[config.mk]
export PLATFORM = sky130hd
export DESIGN_NAME = dac_load_ctrl
export DESIGN_NICKNAME = d
export VERILOG_FILES = /design/src/rtl/dac_ctl_pkg.sv /design/src/rtl/dac_trig_sync.sv /design/src/rtl/dac_group_track.sv /design/src/rtl/dac_ctl_reg.sv /design/src/rtl/dac_load_ctrl.sv
export SDC_FILE = /design/constraint.sdc
export NUM_CORES = 1
export LEC_CHECK = 0
export BUFFER_PORTS_ARGS = -buffer_cell sky130_fd_sc_hd__buf_4
export CORE_MARGIN = 4
export CORE_UTILIZATION = 45
export DETAILED_ROUTE_END_ITERATION = 10
export GPL_ROUTABILITY_DRIVEN = 0
export PLACE_DENSITY = 0.73
export SETUP_SLACK_MARGIN = 0.02
export SYNTH_ARGS = -nofsm -noshare
export SYNTH_HDL_FRONTEND = slang
export SYNTH_SLANG_ARGS = --single-unit
[constraint.sdc]
create_clock -name clk -period 2.07 [get_ports clk]
set_input_delay 0.1035 -clock clk [delete_from_list [all_inputs] [get_ports clk]]
set_output_delay 0.1035 -clock clk [all_outputs]
set_load 0.1 [all_outputs]
[src/rtl/dac_ctl_pkg.sv]
package dac_ctl_pkg;
  localparam int CTL_W   = 16;
  localparam int B_EN    = 0;
  localparam int B_FLAG  = 1;
  localparam int B_IE    = 2;
  localparam int B_GRP   = 3;
  localparam int B_LSEL  = 10;
  localparam int B_RES   = 12;
  localparam int LOCK_LO = 9;

  typedef enum logic [1:0] {
    LD_WRITE     = 2'b00,
    LD_WRITE_GRP = 2'b01,
    LD_TMR_A     = 2'b10,
    LD_TMR_B     = 2'b11
  } ld_sel_e;
endpackage

[src/rtl/dac_trig_sync.sv]
module dac_trig_sync #(
  parameter int STAGES = 2
) (
  input  logic clk,
  input  logic rst,
  input  logic trig_in,
  output logic rise_q
);
  logic [STAGES:0] sh_q;

  always_ff @(posedge clk) begin
    if (rst) begin
      sh_q   <= '0;
      rise_q <= 1'b0;
    end else begin
      sh_q   <= {sh_q[STAGES-1:0], trig_in};
      rise_q <= sh_q[STAGES-1] & ~sh_q[STAGES];
    end
  end

  AST_RISE_SINGLE: assert property (@(posedge clk) disable iff (rst)
    rise_q |=> !rise_q);
endmodule

[src/rtl/dac_group_track.sv]
module dac_group_track #(
  parameter int MEMBERS = 3
) (
  input  logic               clk,
  input  logic               rst,
  input  logic               track,
  input  logic               clr,
  input  logic [MEMBERS-1:0] hit,
  output logic               full
);
  logic [MEMBERS-1:0] seen_q;

  assign full = &(seen_q | hit);

  always_ff @(posedge clk) begin
    if (rst || !track || clr) seen_q <= '0;
    else                      seen_q <= seen_q | hit;
  end

  AST_GROUP_CLEARED: assert property (@(posedge clk) disable iff (rst)
    clr |=> (seen_q == '0));
endmodule

[src/rtl/dac_ctl_reg.sv]
module dac_ctl_reg
  import dac_ctl_pkg::*;
(
  input  logic             clk,
  input  logic             rst,
  input  logic             wr,
  input  logic [CTL_W-1:0] wdata,
  input  logic             set_flag,
  output logic [CTL_W-1:0] ctl_q
);
  logic [CTL_W-1:0] nxt;

  always_comb begin
    nxt = ctl_q;
    if (wr) begin
      nxt[LOCK_LO-1:0] = wdata[LOCK_LO-1:0];
      if (!ctl_q[B_EN]) nxt[CTL_W-1:LOCK_LO] = wdata[CTL_W-1:LOCK_LO];
    end
    if (set_flag) nxt[B_FLAG] = 1'b1;
  end

  always_ff @(posedge clk) begin
    if (rst) ctl_q <= '0;
    else     ctl_q <= nxt;
  end

  AST_LOCKED_FIELDS: assert property (@(posedge clk) disable iff (rst)
    $past(ctl_q[B_EN]) |-> (ctl_q[CTL_W-1:LOCK_LO] == $past(ctl_q[CTL_W-1:LOCK_LO])));
  AST_FLAG_ON_LOAD: assert property (@(posedge clk) disable iff (rst)
    set_flag |=> ctl_q[B_FLAG]);
endmodule

[src/rtl/dac_load_ctrl.sv]
module dac_load_ctrl
  import dac_ctl_pkg::*;
#(
  parameter int DATA_W      = 12,
  parameter int NARROW_W    = 8,
  parameter int GROUP_N     = 3,
  parameter int SYNC_STAGES = 2
) (
  input  logic                clk,
  input  logic                rst,
  input  logic                ctl_wr,
  input  logic [15:0]         ctl_wdata,
  input  logic                dat_wr,
  input  logic [DATA_W-1:0]   dat_wdata,
  input  logic [GROUP_N-2:0]  peer_wr,
  input  logic                tmr_a,
  input  logic                tmr_b,
  output logic [15:0]         ctl_q,
  output logic [DATA_W-1:0]   latch_q,
  output logic                load_pulse,
  output logic                irq
);
  localparam int NUM_TMR = 2;
  localparam int PAD_W   = DATA_W - NARROW_W;

  logic [DATA_W-1:0]  dat_q;
  logic [DATA_W-1:0]  src;
  logic [DATA_W-1:0]  load_val;
  logic [NUM_TMR-1:0] tmr_in;
  logic [NUM_TMR-1:0] tmr_rise;
  ld_sel_e            mode;
  logic               en, grp, res8, track, grp_full, load;

  assign tmr_in = {tmr_b, tmr_a};

  for (genvar t = 0; t < NUM_TMR; t++) begin : g_tmr
    dac_trig_sync #(.STAGES(SYNC_STAGES)) u_sync (
      .clk    (clk),
      .rst    (rst),
      .trig_in(tmr_in[t]),
      .rise_q (tmr_rise[t])
    );
  end

  assign mode  = ld_sel_e'(ctl_q[B_LSEL+1:B_LSEL]);
  assign en    = ctl_q[B_EN];
  assign grp   = ctl_q[B_GRP];
  assign res8  = ctl_q[B_RES];
  assign track = (mode == LD_WRITE_GRP) && grp;

  dac_group_track #(.MEMBERS(GROUP_N)) u_grp (
    .clk  (clk),
    .rst  (rst),
    .track(track),
    .clr  (load),
    .hit  ({peer_wr, dat_wr}),
    .full (grp_full)
  );

  always_comb begin
    unique case (mode)
      LD_WRITE:     load = dat_wr;
      LD_WRITE_GRP: load = en && (grp ? grp_full : dat_wr);
      LD_TMR_A:     load = en && tmr_rise[0];
      LD_TMR_B:     load = en && tmr_rise[1];
      default:      load = 1'b0;
    endcase
  end

  assign src = dat_wr ? dat_wdata : dat_q;

  generate
    if (PAD_W > 0) begin : g_narrow
      assign load_val = res8 ? {{PAD_W{1'b0}}, src[NARROW_W-1:0]} : src;
    end else begin : g_full
      assign load_val = src;
    end
  endgenerate

  dac_ctl_reg u_ctl (
    .clk     (clk),
    .rst     (rst),
    .wr      (ctl_wr),
    .wdata   (ctl_wdata),
    .set_flag(load),
    .ctl_q   (ctl_q)
  );

  always_ff @(posedge clk) begin
    if (rst) begin
      dat_q      <= '0;
      latch_q    <= '0;
      load_pulse <= 1'b0;
    end else begin
      if (dat_wr) dat_q <= dat_wdata;
      if (load) latch_q <= load_val;
      load_pulse <= load;
    end
  end

  assign irq = ctl_q[B_FLAG] & ctl_q[B_IE];

  AST_GATED_LOAD: assert property (@(posedge clk) disable iff (rst)
    (load_pulse && ($past(ctl_q[B_LSEL+1:B_LSEL]) != 2'b00)) |-> $past(ctl_q[B_EN]));
  AST_NARROW_UPPER_ZERO: assert property (@(posedge clk) disable iff (rst)
    (load_pulse && $past(ctl_q[B_RES])) |-> (latch_q[DATA_W-1:NARROW_W] == '0));
  AST_PULSE_WITH_FLAG: assert property (@(posedge clk) disable iff (rst)
    load_pulse |-> ctl_q[B_FLAG]);
  AST_IRQ_FOLLOWS: assert property (@(posedge clk) disable iff (rst)
    irq |-> (ctl_q[B_FLAG] && ctl_q[B_IE]));
endmodule

==> reports/summary.txt <==
Synth Warn # -> 0
Post-synth EDFFs -> 0
crit path time final -> 1.52 ns
post-synthesis register bit count -> 52
power per cell area -> 953 nW/µm²
WS Path Type -> reg2reg
Max Freq -> 0.658 GHz
Synth async-reset ratio -> 0
Max stage delay cell, worst path -> dfxtp_2
leading area contributor after synthesis -> dfxtp_1
WP data required -> 2.27 ns
ANT nets after route -> 0
Power, Total -> 2.42 mW
vias in the first global route -> 1349
hold path start -> tmr_b
Synth top area share -> 0.547
register area share after synthesis -> 0.547
HP Class -> in2reg
CTS sink count -> 52
final instance area -> 2540 µm²
cells after synthesis -> 168
postcts setup bufs -> 0
htree depth -> 2
Reg2Reg Capture Point -> latch_q[8]
clock skew -> 0.00754 ns
Crit. End Element -> flop
clock slew at reported path FFs -> 0.09 ns
CP cell instances -> inv_2 > o32ai_4 > a21o_4 > mux2_1
CP max FO -> 12
# rows -> 23
Final Max Slew Viols -> 0
Avg Synthesized Cell Area -> 11.3 µm²
post-route setup TNS -> 0 ns
vias post-DR -> 1382
WHS Path Cells -> 2
status -> finished, final reports clean
Tightest Pin Transition -> 0.471 ns
Post-DP Area -> 2410 µm²
worst reg2reg path depth -> 4
ant diodes -> 0
starting DRC count in detailed routing -> 94
post-place setup slack -> 0.555 ns
first-pass GRT wire length -> 6250 µm
area grow syn2layout -> 33.4%
placed insts -> 274
P_leak -> 1.22 nW
Final Util -> 0.626
grt ovf -> 0
Die Span Y -> 73.1 µm
max-cap viol count -> 0
R2R Path Start -> u_ctl.ctl_q[11]
Initial Utilization -> 0.469
non-filler cells, final -> 283
Root Buffer -> clkbuf_8
WP buf/inv -> 1
worst skew pair latency -> 0.30 ns
Total Wirelength -> 3700 µm
Die W -> 73.1 µm
Worst Hold End -> g_tmr[1].u_sync.sh_q[0]
hpwl dp -> 2610 µm
Fin. Hold Viols -> 0
largest net degree at the start of global routing -> 46
RSZ-0062 raised after global routing -> false
die area -> 5340 µm²
CP delay by family, top -> compound AO/OA/AOI/OAI gates
synth cell count leaders -> 52 x dfxtp_1, 29 x nor2_1, 27 x mux2i_1
Worst slew margin -> 0.686
synth top area cells -> dfxtp_1 55%, mux2i_1 14%, nor2_1 5.7%
layout net count -> 268
Routed WL per cell -> 13.1 µm
Most used DFF post-synth -> dfxtp_1
FF-to-FF setup slack -> 0.55 ns
CTS tree -> done
total core area -> 4060 µm²
CTS Buf Count -> 5
Boundary Pins -> 66
gr usage total -> 0.153
share of cells above drive strength 1 -> 0.373
clock buffer depth -> 2
fin worst setup slack -> 0.550 ns
Setup violations, final -> 0
syn nets -> 204
crit path DAT -> 1.72 ns
initial antenna violation count -> 0
first-pass iteration count of the detailed router -> 4
synth unique cells -> 26
Synth Cell Area -> 1900 µm²
max incr delay on CP -> 0.38 ns
Hold WS -> 0.0131 ns
# DRC -> 0
maximum vdd drop -> 0.591 mV
port bufs -> 65
Final Cycle Share -> 0.734
vias per cell -> 4.88
Startpoint Class -> flop
most common cell in the synthesized netlist -> dfxtp_1
[per-layer routing]
layer	part of all wire	vias up	global-route usage
met3	0.040	5	0.0565
met4	0.011	0	0.0492
met5	0	-	0
met1	0.44	646	0.182
li1	-	710	-
met2	0.51	21	0.253
[layout by cell type (no fill, tap or decap), drive strengths merged]
master / netlist / final
a211oi: 1 / 1
a21o: 1 / 1
a21oi: 4 / 4
and2: 1 / 1
and2b: 1 / 1
buf: 8 / 66
bufinv: 0 / 1
clkbuf: 2 / 6
clkinv: 0 / 1
dfxtp: 52 / 52
dlygate4sd3: 0 / 1
inv: 1 / 1
mux2: 4 / 4
mux2i: 27 / 27
nand2: 2 / 2
nand2b: 1 / 1
nor2: 29 / 29
nor2b: 14 / 14
nor3: 4 / 4
nor3b: 1 / 1
o2111a: 3 / 3
o211ai: 1 / 1
o21ai: 1 / 1
o22a: 8 / 8
o22ai: 1 / 1
o32ai: 1 / 1
[registers in the layout (all words and copies together), names as in the netlist]
name	cells
load_pulse	1
g_tmr.u_sync.sh_q	6
u_ctl.ctl_q	16
u_grp.seen_q	3
dat_q	12
g_tmr.u_sync.rise_q	2
latch_q	12
[repair_timing]
action,4_1_cts,5_1_grt
resized for setup,0,0
endpoints found under the hold margin,1,0
hold buffers,1,0
[kinds of logic (layout without fill, tap and decap cells)]
kind of cell / after synthesis / in the layout / synth area share
compound gates: 21 / 21 / 0.117
buf+inv: 11 / 76 / 0.0322
flops: 52 / 52 / 0.547
mux: 31 / 31 / 0.170
simple gates: 53 / 53 / 0.135
[where the power goes]
group	internal (mW)	switching [mW]
Combinational	0.172	0.438
Sequential	1.07	0.0345
Clock	0.395	0.317
[final cells by class]
class | instances | area, µm²
timing repair buffer | 67 | 505
clock inverter | 2 | 38.8
multi-input combinational | 105 | 802
clock buffer | 6 | 82.6
inverter | 1 | 3.75
fill | 337 | 1520
tap | 50 | 62.6
sequential | 52 | 1050
[how the worst max path moves through the flow]
stage	startpoint	to	slack [ns]	cells after the start
after global routing	u_ctl.ctl_q[11]	latch_q[8]	0.46	4
after detailed placement	u_ctl.ctl_q[11]	latch_q[8]	0.56	4
after global placement	u_ctl.ctl_q[11]	latch_q[8]	0.59	4
final	u_ctl.ctl_q[11]	latch_q[8]	0.55	4
after floorplan	u_ctl.ctl_q[1]	irq	0.15	1
after CTS	u_ctl.ctl_q[11]	latch_q[8]	0.54	4
No activity file was read; power rests on OpenSTA's default activity.
